--- src/rtl/cap_strobe_pkg.sv ---
package cap_strobe_pkg;

   typedef enum logic [1:0] {
      MODE_VCR_HS  = 2'b00,
      MODE_VCR_OSC = 2'b01,
      MODE_TV_L21  = 2'b10,
      MODE_TV_L22  = 2'b11
   } cap_mode_e;

endpackage

--- src/rtl/cap_line_ref.sv ---
module cap_line_ref
   import cap_strobe_pkg::*;
#(
   parameter int DIV = 32
) (
   input  logic      clk,
   input  logic      rst,
   input  cap_mode_e mode,
   input  logic      hsync_pulse,
   input  logic      osc_en,
   input  logic      field_start,
   output logic      line_pulse
);
   localparam int DW = (DIV > 2) ? $clog2(DIV) : 1;
   localparam logic [DW-1:0] LAST = DW'(DIV - 1);
   localparam bit POW2 = ((DIV & (DIV - 1)) == 0);

   logic          use_osc;
   logic [DW-1:0] div_q;
   logic [DW-1:0] div_inc;

   assign use_osc = (mode == MODE_VCR_OSC);

   generate
      if (POW2) begin : g_wrap
         assign div_inc = div_q + 1'b1;
      end else begin : g_cmp
         assign div_inc = (div_q == LAST) ? '0 : div_q + 1'b1;
      end
   endgenerate

   always_ff @(posedge clk) begin
      if (rst || field_start || !use_osc) begin
         div_q <= '0;
      end else if (osc_en) begin
         div_q <= div_inc;
      end
   end

   assign line_pulse = use_osc ? (osc_en && (div_q == LAST)) : hsync_pulse;

endmodule

--- src/rtl/cap_line_count.sv ---
module cap_line_count #(
   parameter int LINE_W = 9
) (
   input  logic              clk,
   input  logic              rst,
   input  logic              field_start,
   input  logic              line_pulse,
   output logic [LINE_W-1:0] line_no
);
   localparam logic [LINE_W-1:0] LMAX = '1;
   localparam logic [LINE_W-1:0] FIRST = LINE_W'(1);

   always_ff @(posedge clk) begin
      if (rst) begin
         line_no <= LMAX;
      end else if (field_start) begin
         line_no <= FIRST;
      end else if (line_pulse && (line_no != LMAX)) begin
         line_no <= line_no + 1'b1;
      end
   end

endmodule

--- src/rtl/cap_field_track.sv ---
module cap_field_track
   import cap_strobe_pkg::*;
(
   input  logic      clk,
   input  logic      rst,
   input  cap_mode_e mode,
   input  logic      field_start,
   input  logic      field_odd,
   output logic      odd_q,
   output logic      flag,
   output logic      flag_oe
);
   always_ff @(posedge clk) begin
      if (rst) begin
         odd_q <= 1'b0;
      end else if (field_start) begin
         odd_q <= field_odd;
      end
   end

   assign flag_oe = (mode != MODE_VCR_OSC);
   assign flag    = flag_oe & odd_q;

endmodule

--- src/rtl/cap_strobe_gen.sv ---
module cap_strobe_gen
   import cap_strobe_pkg::*;
#(
   parameter int LINE_W = 9,
   parameter int LINE_A = 21,
   parameter int LINE_B = 22
) (
   input  logic              clk,
   input  logic              rst,
   input  cap_mode_e         mode,
   input  logic [LINE_W-1:0] line_no,
   input  logic              odd_q,
   input  logic              line_pulse,
   input  logic              field_start,
   output logic              strobe,
   output logic              capture_en
);
   localparam logic [LINE_W-1:0] TGT_A = LINE_W'(LINE_A);
   localparam logic [LINE_W-1:0] TGT_B = LINE_W'(LINE_B);

   logic [LINE_W-1:0] target;
   logic              field_ok;

   assign target   = (mode == MODE_TV_L22) ? TGT_B : TGT_A;
   assign field_ok = (mode == MODE_TV_L21) || (mode == MODE_TV_L22) || !odd_q;
   assign strobe   = field_ok && (line_no == target);

   always_ff @(posedge clk) begin
      if (rst) begin
         capture_en <= 1'b0;
      end else begin
         capture_en <= strobe && line_pulse && !field_start;
      end
   end

endmodule

--- src/rtl/caption_line_strobe.sv ---
module caption_line_strobe
   import cap_strobe_pkg::*;
#(
   parameter int LINE_W = 9,
   parameter int DIV    = 32,
   parameter int LINE_A = 21,
   parameter int LINE_B = 22
) (
   input  logic       clk,
   input  logic       rst,
   input  logic [1:0] mode,
   input  logic       hsync_pulse,
   input  logic       field_start,
   input  logic       field_odd,
   input  logic       osc_en,
   output logic       line_strobe,
   output logic       field_flag,
   output logic       field_flag_oe,
   output logic       capture_en
);
   generate
      if (LINE_W < 5 || LINE_W > 16) begin : g_bad_w
         $error("LINE_W out of range");
      end
      if (DIV < 2) begin : g_bad_div
         $error("DIV must be at least 2");
      end
      if (LINE_A < 2 || LINE_B < 2 || LINE_A >= (2 ** LINE_W) - 1 ||
          LINE_B >= (2 ** LINE_W) - 1) begin : g_bad_line
         $error("caption lines must lie inside the counter range");
      end
   endgenerate

   cap_mode_e         mode_e;
   logic              line_pulse;
   logic [LINE_W-1:0] line_no;
   logic              odd_q;

   assign mode_e = cap_mode_e'(mode);

   cap_line_ref #(.DIV(DIV)) i_ref (
      .clk         (clk),
      .rst         (rst),
      .mode        (mode_e),
      .hsync_pulse (hsync_pulse),
      .osc_en      (osc_en),
      .field_start (field_start),
      .line_pulse  (line_pulse)
   );

   cap_line_count #(.LINE_W(LINE_W)) i_cnt (
      .clk         (clk),
      .rst         (rst),
      .field_start (field_start),
      .line_pulse  (line_pulse),
      .line_no     (line_no)
   );

   cap_field_track i_fld (
      .clk         (clk),
      .rst         (rst),
      .mode        (mode_e),
      .field_start (field_start),
      .field_odd   (field_odd),
      .odd_q       (odd_q),
      .flag        (field_flag),
      .flag_oe     (field_flag_oe)
   );

   cap_strobe_gen #(.LINE_W(LINE_W), .LINE_A(LINE_A), .LINE_B(LINE_B)) i_gen (
      .clk         (clk),
      .rst         (rst),
      .mode        (mode_e),
      .line_no     (line_no),
      .odd_q       (odd_q),
      .line_pulse  (line_pulse),
      .field_start (field_start),
      .strobe      (line_strobe),
      .capture_en  (capture_en)
   );

endmodule

--- config.mk ---
export PLATFORM = sky130hd
export DESIGN_NAME = caption_line_strobe
export DESIGN_NICKNAME = d
export VERILOG_FILES = /design/src/rtl/cap_strobe_pkg.sv /design/src/rtl/cap_line_ref.sv /design/src/rtl/cap_line_count.sv /design/src/rtl/cap_field_track.sv /design/src/rtl/cap_strobe_gen.sv /design/src/rtl/caption_line_strobe.sv
export SDC_FILE = /design/constraint.sdc
export NUM_CORES = 1
export LEC_CHECK = 0
export BUFFER_PORTS_ARGS = -buffer_cell sky130_fd_sc_hd__buf_2
export CAP_MARGIN = 25
export CORE_MARGIN = 1
export CORE_UTILIZATION = 24
export CTS_CLUSTER_SIZE = 30
export DETAILED_ROUTE_END_ITERATION = 16
export PLACE_DENSITY = 0.51
export SYNTH_ARGS = -nofsm -noshare
export SYNTH_HDL_FRONTEND = slang
export SYNTH_SLANG_ARGS = --single-unit
export TNS_END_PERCENT = 30
--- constraint.sdc ---
create_clock -name clk -period 3.1 [get_ports clk]
set_clock_uncertainty 0.2 [all_clocks]
set_input_delay 0.775 -clock clk [delete_from_list [all_inputs] [get_ports clk]]
set_output_delay 0.775 -clock clk [all_outputs]
set_load 0.005 [all_outputs]
==> reports/metrics.yaml, run 1 <==
status:
  status: "finished clean"
timing:
  fin_ws_ps: 664
  tightest_slew_ps: 561
  finalSetupTns_ps: 0
  slew_violations: 0
  finalCritPeriodShare_pct: 78.6
  relSlewSlack_pct: 62.6
  fin_crit_ps: 2440
  max_freq_mhz: 411
  rsz0062_at_grt: "no"
  finalSetupViolations: 0
  finalHoldViolCount: 0
die:
  io_pins: 12
  die-area_sq_um: 3850
  core_region_area_sq_um: 3390
  core.rowCount: 21
  start_util_pct: 25.5
  fp.dieW_um: 62.0
  die_h_um: 62.0
cts:
  htreeDepth: 1
  cts_buffers: 3
  root_buffer: "clkbuf_4"
  ctsHoldBuffers: 0
  postCtsSetupBuffers: 0
  clock_path_buffers: 2
  cts_tree: "done"
  numClockSinks: 16
  ctsResizeCount: 0
  insertion_delay_ps: 280
  path_clk_slew_ps: 90
drt:
  via_per_inst: 4.75
  ant_nets: 0
  routedWlPerCell_um: 11.4
  drt-pass1-iter-count: 4
  dr_total_vias: 731
  drt_iter0_drc: 19
  drcViolationCount: 0
  drt-total-wl_um: 1760
place:
  gp_congestion: 0.727
  io_buffers: 11
  place_ws_ps: 636
  post_dp_cell_area_sq_um: 955
  hpwlAfterDp_um: 1320
  place_inst: 151
critical_path:
  critical_path_arrival_ps: 1460
  crit_path_start_kind: "input port"
  r2r_setup_slack_ps: 700
  r2r-end: "i_cnt.line_no[7]$_SDFFE_PP1P_"
  worstSetupPathType: "in2out"
  path_max_fanout: 4
  rr_startpoint: "i_cnt.line_no[0]$_SDFFE_PP1N_"
  critPathCaptureType: "output port"
  r2r_cells: 7
  cp.required_ps: 2120
run:
  timing.max_cap.violations: 0
final_layout:
  fin_nets: 122
  layout-drive-gt1-share_pct: 15.7
  num_antenna_cells: 0
  final_cell_mix: "dfxtp_1, buf_2, nor2_1, nand2_1, nand3_1"
  fillers: 371
  design_area_sq_um: 977
  finalNonFillerCells: 154
  layout.cells.most_common: "dfxtp_1"
  area_growth_pct: 13.0
synthesis:
  netlist_top_cells_area: "dfxtp_1, ha_1, mux2i_1"
  avgSynthCellArea_sq_um: 8.73
  synth_top_area_share_pct: 37.0
  yosysTopAreaCell: "dfxtp_1"
  synth_warnings: 0
  ys_seq_area_share_pct: 37.0
  synth_cell_type_count: 32
  netlist_instances: 99
  ys_ff_latch: 16
  synth_area_sq_um: 865
  syn_nets: 111
pwr:
  irDropWorstVdd_v: 0.000191
  power_density_nw_per_um2: 410
  power_mw: 0.401
  p_leak_nw: 0.394
global_route:
  grt_first_pass_wirelength_um: 2830
  grt_pass1_vias: 631
  grt.total_usage_pct: 10.1
  overflow: 0
  grt_max_degree: 16
  antenna_found_initial: 0
min_path:
  hold_class: "reg2reg"
  hold_start: "i_ref.div_q[4]$_SDFFE_PP0P_"
  holdPathEnd: "i_ref.div_q[4]$_SDFFE_PP0P_"
  whs_path_depth: 2
-- critical path, cell delays in order --
cell	delay (ps)
buf_2	100
nand2_1	70
mux2i_1	120
nor3_1	240
buf_2	160
-- layout make-up --
| cell class | instances | area [sq um] | area share (%) |
|---|---|---|---|
| multi-input cells | 76 | 514 | 52.6 |
| flip-flops and latches | 16 | 320 | 32.8 |
| well taps | 46 | 57.6 | 5.89 |
| repair buffers | 11 | 55.1 | 5.63 |
| clock buffers | 3 | 22.5 | 2.30 |
| inverters | 2 | 7.51 | 0.768 |
-- report_power, final --
part / switching, mW / leakage [nW] / internal, mW
clock network: 0.0624 / 0.0138 / 0.0451
logic: 0.0337 / 0.248 / 0.0293
registers: 0.0134 / 0.132 / 0.217
total: 0.110 / 0.394 / 0.291
-- state kept, by name, indices dropped and copies added (netlist names) --
name and flops:
i_cnt.line_no 9, i_ref.div_q 5, i_fld.odd_q 1, i_gen.capture_en 1
-- metrics by stage --
| stage | hold WS, ps | util [%] |
|---|---|---|
| finish | 317 | 28.8 |
| global route | 354 | 28.8 |
| CTS | 324 | 28.8 |
| detailed placement | 303 | 28.2 |
| global placement | 283 | 28.2 |
| floorplan | 267 | - |
-- cell usage after synthesis --
| master | number |
|---|---|
| a21oi_1 | 1 |
| xnor2_1 | 1 |
| nor4b_1 | 2 |
| mux2i_1 | 4 |
| and3_1 | 1 |
| nand2b_1 | 3 |
| xor2_1 | 2 |
| inv_1 | 2 |
| buf_2 | 3 |
| and4bb_2 | 1 |
| and2_1 | 1 |
| nor3_1 | 2 |
| and4b_1 | 1 |
| o311ai_1 | 2 |
| dfxtp_1 | 16 |
| o211ai_1 | 4 |
| or2_2 | 1 |
| nand2_1 | 8 |
| or4_1 | 3 |
| and3b_1 | 1 |
| nand3_1 | 7 |
| nand4_1 | 2 |
| a311o_1 | 3 |
| a21oi_2 | 1 |
| nor2b_1 | 1 |
| nor2_1 | 10 |
| or2_1 | 1 |
| or3_1 | 4 |
| ha_1 | 4 |
| clkbuf_1 | 2 |
| or4b_1 | 2 |
| o21ai_0 | 3 |
-- per-layer routing --
metal	GRT usage, %	wire [um]	vias to the layer above
li1	-	-	389
met1	14.5	939	333
met2	14.0	758	9
met3	3.73	58	0
met4	2.86	0	0
met5	0	0	-
-- cell families after synthesis --
| family | count (synthesis) | share of synthesized area [%] |
|---|---|---|
| adder cells (fa/ha/maj) | 4 | 5.79 |
| XOR/XNOR | 3 | 3.04 |
| multiplexers | 4 | 4.63 |
| AO/OA/AOI/OAI | 14 | 12.3 |
| AND/OR/NAND/NOR | 51 | 33.7 |
| flip-flops | 16 | 37.0 |
| buffers and inverters | 7 | 3.47 |
-- how the worst max path moves through the flow --
stage / startpoint / endpoint / cells after the start / slack, ps
2_1_floorplan: i_cnt.line_no[0]$_SDFFE_PP1N_ / i_cnt.line_no[6]$_SDFFE_PP1P_ / 8 / 810
3_3_place_gp: mode[1] / line_strobe / 5 / 660
6_report: mode[1] / line_strobe / 5 / 660
5_1_grt: mode[1] / line_strobe / 5 / 540
4_1_cts: mode[0] / line_strobe / 5 / 640
3_5_place_dp: mode[0] / line_strobe / 5 / 640
(Power assumes the default switching activity.)
==> inputs of run 2 (changes only) <==
==> constraint.sdc (replaced) <==
create_clock -name clk -period 2.5 [get_ports clk]
set_clock_uncertainty 0.2 [all_clocks]
set_input_delay 0.625 -clock clk [delete_from_list [all_inputs] [get_ports clk]]
set_output_delay 0.625 -clock clk [all_outputs]
set_load 0.005 [all_outputs]
==> run 2 against run 1 <==
Against the previous run: critical path depth is 2 higher; clock power is 61% higher; routed wire length is 2.6% higher; first-iteration DRC count is 5.3% lower; sequential power is 25% higher; critical endpoint is now i_cnt.line_no[7]$_SDFFE_PP1P_.
==> reports/metrics.yaml, run 2 (same netlist as run 1, synthesis figures left out) <==
status:
  status: "finished clean"  # unchanged
die:
  fp.dieW_um: 62.0  # unchanged
  start_util_pct: 25.5  # unchanged
  core.rowCount: 21  # unchanged
  die-area_sq_um: 3850  # unchanged
  die_h_um: 62.0  # unchanged
  io_pins: 12  # unchanged
  core_region_area_sq_um: 3390  # unchanged
drt:
  dr_total_vias: 766  # was 731
  dr.max_layer_used: "met3"  # unchanged
  wl_met3_um: 73  # was 58 um
  wl_met2_um: 808  # was 758 um
  via_per_inst: 4.88  # was 4.75
  ant_nets: 0  # unchanged
  routedWlPerCell_um: 11.5  # was 11.4 um
  drt_iter0_drc: 18  # was 19
  drcViolationCount: 0  # unchanged
  drt-total-wl_um: 1800  # was 1760 um
  m1WireLength_um: 920  # was 939 um
  drt-pass1-iter-count: 4  # unchanged
min_path:
  hold_class: "reg2reg"  # unchanged
  hold_start: "i_ref.div_q[3]$_SDFFE_PP0P_"  # was i_ref.div_q[4]$_SDFFE_PP0P_
  holdPathEnd: "i_ref.div_q[3]$_SDFFE_PP0P_"  # was i_ref.div_q[4]$_SDFFE_PP0P_
  whs_path_depth: 2  # unchanged
timing:
  finalHoldViolCount: 0  # unchanged
  finalSetupViolations: 0  # unchanged
  slew_violations: 0  # unchanged
  tightest_slew_ps: 432  # was 561 ps
  relSlewSlack_pct: 71.2  # was 62.6%
  finalCritPeriodShare_pct: 91.4
  max_freq_mhz: 437
  rsz0062_at_grt: "no"  # unchanged
  fin_crit_ps: 2290
  finalSetupTns_ps: 0  # unchanged
critical_path:
  crit_path_start_kind: "flip-flop"  # was input port
  crit_start: "i_cnt.line_no[0]$_SDFFE_PP1N_"  # was mode[1]
  worstSetupPathType: "reg2reg"  # was in2out
  critical_path_arrival_ps: 2310  # was 1460 ps
  cp.required_ps: 2520  # was 2120 ps
  r2r_cells: 7  # unchanged
  path_max_fanout: 6  # was 4
  r2r-end: "i_cnt.line_no[7]$_SDFFE_PP1P_"  # unchanged
  rr_startpoint: "i_cnt.line_no[0]$_SDFFE_PP1N_"  # unchanged
  r2r_setup_slack_ps: 210  # was 700 ps
  critPathCaptureType: "flip-flop"  # was output port
final_layout:
  area_growth_pct: 16.4  # was 13.0%
  largest_register: "i_cnt.line_no"  # unchanged
  layout.cells.most_common: "dfxtp_1"  # unchanged
  final_cell_mix: "dfxtp_1, buf_2, nor2_1, nand2_1, nand3_1"  # unchanged
  num_antenna_cells: 0  # unchanged
  largest_reg_flops: 9  # unchanged
  post-route-util_pct: 29.7  # was 28.8%
  fin_nets: 124  # was 122
  reg.largest.list: "i_cnt.line_no: 9 flops, i_ref.div_q: 5 flops"  # unchanged
  layout-drive-gt1-share_pct: 18.0  # was 15.7%
cts:
  cts_tree: "done"  # unchanged
  postCtsSetupBuffers: 0  # unchanged
  path_clk_slew_ps: 100  # was 90 ps
  clock_path_buffers: 2  # unchanged
  insertion_delay_ps: 290  # was 280 ps
  ctsResizeCount: 0  # unchanged
  htreeDepth: 1  # unchanged
  root_buffer: "clkbuf_4"  # unchanged
  cts_buffers: 3  # unchanged
  ctsHoldBuffers: 0  # unchanged
  numClockSinks: 16  # unchanged
global_route:
  antenna_found_initial: 0  # unchanged
  grt_first_pass_wirelength_um: 2790  # was 2830 um
  grt.total_usage_pct: 9.98  # was 10.1%
  grt_max_degree: 13  # was 16
  overflow: 0  # unchanged
  grt_pass1_vias: 641  # was 631
place:
  gp_congestion: 0.801  # was 0.727
  hpwlAfterDp_um: 1310  # was 1320 um
  io_buffers: 11  # unchanged
run:
  timing.max_cap.violations: 0  # unchanged
pwr:
  power_mw: 0.543  # was 0.401 mW
  irDropWorstVdd_v: 0.000277  # was 0.000191 V
  power_density_nw_per_um2: 540  # was 410 nW/um^2
  p_leak_nw: 0.411  # was 0.394 nW
-- run 2: changes by cell type in the layout (fill, tap and decap cells not counted), sizes merged --
cell and delta:
buf +2, clkbuf +1
-- run 2: how the worst max path moves through the flow --
stage	to	slack [ps]	cells after the start
2_1_floorplan	i_cnt.line_no[6]$_SDFFE_PP1P_	210	8
3_3_place_gp	i_cnt.line_no[7]$_SDFFE_PP1P_	300	7
3_5_place_dp	i_cnt.line_no[7]$_SDFFE_PP1P_	240	7
4_1_cts	line_strobe	200	4
5_1_grt	line_strobe	80	4
6_report	i_cnt.line_no[7]$_SDFFE_PP1P_	210	7
-- run 2: stage by stage --
stage               instances  setup WS [ps]  hold slack, ps  cell area (sq um)
floorplan                  99            209             267                865
global placement          153            299             284                970
detailed placement        153            236             298                970
CTS                       157            200             321               1010
global route              157           78.2             347               1010
finish                    157            214             316               1010
-- run 2: power by group --
part	switching, mW	internal, mW
clock	0.0857	0.0888
sequential	0.0174	0.269
combinational	0.0437	0.0382
-- run 2: cell type report --
type / count / area [sq um]
clock buffers: 4 / 36.3
well taps: 46 / 57.6
flip-flops and latches: 16 / 320
multi-input cells: 76 / 514
repair buffers: 13 / 70.1
fillers: 359 / 2380
inverters: 2 / 7.51
-- run 2: per-layer routing --
| layer | up-vias | GRT usage (%) |
|---|---|---|
| met5 | - | 0 |
| met3 | 0 | 4.35 |
| li1 | 388 | - |
| met4 | 0 | 1.90 |
| met1 | 368 | 13.3 |
| met2 | 10 | 15.0 |
-- run 2: critical path: stages (launching register included) --
cell and delay [ps]:
dfxtp_1 360, ha_1 270, nand3_1 100, nor2_1 50, ha_1 200, or4b_1 530, or4_1 410, o211ai_1 100
==> inputs of run 3 (changes only) <==
--- a/config.mk
+++ b/config.mk
@@ -12,6 +12,7 @@
 export CTS_CLUSTER_SIZE = 30
 export DETAILED_ROUTE_END_ITERATION = 16
 export PLACE_DENSITY = 0.51
+export RECOVER_POWER = 25
 export SYNTH_ARGS = -nofsm -noshare
 export SYNTH_HDL_FRONTEND = slang
 export SYNTH_SLANG_ARGS = --single-unit
==> run 3 against run 2 <==
Against the previous run: via count is the same; clock power is essentially flat; critical path depth is the same; critical endpoint unchanged; count of clock-buffer cells in the layout is the same; combinational power is essentially flat; flip-flop and latch count is the same; first-iteration DRC count is the same; die area is the same; sequential share of layout area is essentially flat.
==> reports/metrics.yaml, run 3 (same netlist as run 1, synthesis figures left out) <==
final_layout:
  fillers: 359  # unchanged
  final_cell_mix: "dfxtp_1, nor2_1, buf_2, nand2_1, nand3_1"  # was dfxtp_1, buf_2, nor2_1, nand2_1, nand3_1
  area_growth_pct: 16.2  # was 16.4%
  largest_register: "i_cnt.line_no"  # unchanged
  largest_reg_flops: 9  # unchanged
  num_antenna_cells: 0  # unchanged
  fin_nets: 124  # unchanged
  layout-drive-gt1-share_pct: 17.1  # was 18.0%
  reg.largest.list: "i_cnt.line_no: 9 flops, i_ref.div_q: 5 flops"  # unchanged
  post-route-util_pct: 29.6  # was 29.7%
  layout.cells.most_common: "dfxtp_1"  # unchanged
cts:
  htreeDepth: 1  # unchanged
  path_clk_slew_ps: 100  # about the same
  cts_buffers: 3  # unchanged
  clock_path_buffers: 2  # unchanged
  ctsResizeCount: 0  # unchanged
  insertion_delay_ps: 290  # about the same
  root_buffer: "clkbuf_4"  # unchanged
  postCtsSetupBuffers: 0  # unchanged
  numClockSinks: 16  # unchanged
  cts_tree: "done"  # unchanged
  ctsHoldBuffers: 0  # unchanged
critical_path:
  slowest_stage: "or4b_1"  # unchanged
  path_max_fanout: 6  # unchanged
  crit_path_start_kind: "flip-flop"  # unchanged
  path_delay_family: "simple AND/OR/NAND/NOR gates"  # unchanged
  cpMostUsedCell: "ha_1"  # unchanged
  worstSetupPathType: "reg2reg"  # unchanged
  cp_num_buf_inv: 0  # unchanged
  critical_path_arrival_ps: 2310  # about the same
  crit_chain: "ha_1 -> nand3_1 -> nor2_1 -> ha_1 -> or4b_1 -> or4_1 -> o211ai_1"  # unchanged
  worst_path_largest_cell_delay_ps: 530  # about the same
  critPathCaptureType: "flip-flop"  # unchanged
  cp.required_ps: 2520  # about the same
timing:
  finalSetupTns_ps: 0  # unchanged
  relSlewSlack_pct: 61.4  # was 71.2%
  finalHoldViolCount: 0  # unchanged
  finalSetupViolations: 0  # unchanged
  rsz0062_at_grt: "no"  # unchanged
  max_freq_mhz: 437  # unchanged
  fin_crit_ps: 2290  # unchanged
  slew_violations: 0  # unchanged
  tightest_slew_ps: 579  # was 432 ps
  finalCritPeriodShare_pct: 91.4  # unchanged
global_route:
  grt_max_degree: 13  # unchanged
  grt_first_pass_wirelength_um: 2790  # unchanged
  grt_pass1_vias: 641  # unchanged
  antenna_found_initial: 0  # unchanged
  overflow: 0  # unchanged
  grt.total_usage_pct: 9.98  # unchanged
drt:
  drt-pass1-iter-count: 4  # unchanged
  ant_nets: 0  # unchanged
  drcViolationCount: 0  # unchanged
  drt_iter0_drc: 18  # unchanged
  routedWlPerCell_um: 11.5  # about the same
  drt-total-wl_um: 1800  # about the same
  dr_total_vias: 766  # unchanged
  via_per_inst: 4.88  # unchanged
die:
  start_util_pct: 25.5  # unchanged
  die_h_um: 62.0  # unchanged
  core_region_area_sq_um: 3390  # unchanged
  die-area_sq_um: 3850  # unchanged
  fp.dieW_um: 62.0  # unchanged
  io_pins: 12  # unchanged
  core.rowCount: 21  # unchanged
place:
  hpwlAfterDp_um: 1310  # unchanged
  gp_congestion: 0.801  # unchanged
  io_buffers: 11  # unchanged
pwr:
  p_sw_share_pct: 27.1  # about the same
  power.internal_mw: 0.396  # about the same
  pwr-share-seq_pct: 52.8  # about the same
  combinationalPowerShare_pct: 15.1  # about the same
  p_leak_nw: 0.408  # was 0.411 nW
  power_density_nw_per_um2: 540  # about the same
  irDropWorstVdd_v: 0.000277  # about the same
  power.clock.fraction_pct: 32.1  # about the same
  switching_power_mw: 0.147  # about the same
min_path:
  hold_class: "reg2reg"  # unchanged
status:
  status: "finished clean"  # unchanged
run:
  timing.max_cap.violations: 0  # unchanged
run 3: worst paths after layout:
kind	slack [ps]	depth (start not counted)	end	from
max	210	7	i_cnt.line_no[7]$_SDFFE_PP1P_	i_cnt.line_no[0]$_SDFFE_PP1N_
min	320	2	i_ref.div_q[3]$_SDFFE_PP0P_	i_ref.div_q[3]$_SDFFE_PP0P_
max reg2reg	210	7	i_cnt.line_no[7]$_SDFFE_PP1P_	i_cnt.line_no[0]$_SDFFE_PP1N_
min reg2reg	320	2	i_ref.div_q[3]$_SDFFE_PP0P_	i_ref.div_q[3]$_SDFFE_PP0P_
run 3: stage by stage:
step                setup slack [ps]  instance area [sq um]  hold WS [ps]  std cells  total power, mW
finish                           214                   1000           316        157            0.543
global route                    78.2                   1000           347        157            0.574
CTS                              200                   1010           321        157            0.550
detailed placement               236                    970           298        153            0.372
global placement                 299                    970           284        153            0.373
floorplan                        209                    865           267         99            0.348
run 3: power by group through the flow:
stage               combinational (mW)  clock [mW]  sequential (mW)
floorplan                       0.0637           0            0.284
detailed placement              0.0813           0            0.291
global route                    0.0923       0.193            0.288
finish                          0.0817       0.174            0.287
CTS                             0.0818       0.182            0.286
global placement                0.0820           0            0.291
run 3: worst reg2reg max path: cells and delay by family (launching register included):
kind / cells / cell delay [ps]
AOI/OAI and AO/OA: 1 / 100
DFF: 1 / 360
adders and majority gates: 2 / 470
and+or+nand+nor: 4 / 1090
run 3: per-layer routing:
metal,wire (um),vias to the layer above,global-route usage (%)
met5,0,-,0
met4,0,0,1.90
met3,72,0,4.35
met2,808,10,15.0
met1,919,368,13.3
li1,-,388,-
run 3: final cells by class:
type | count | area (sq um) | share of cell area, %
Multi-Input combinational cell | 76 | 514 | 51.2
Clock buffer | 4 | 36.3 | 3.61
Tap cell | 46 | 57.6 | 5.73
Sequential cell | 16 | 320 | 31.9
Timing Repair Buffer | 13 | 68.8 | 6.85
Inverter | 2 | 7.51 | 0.747
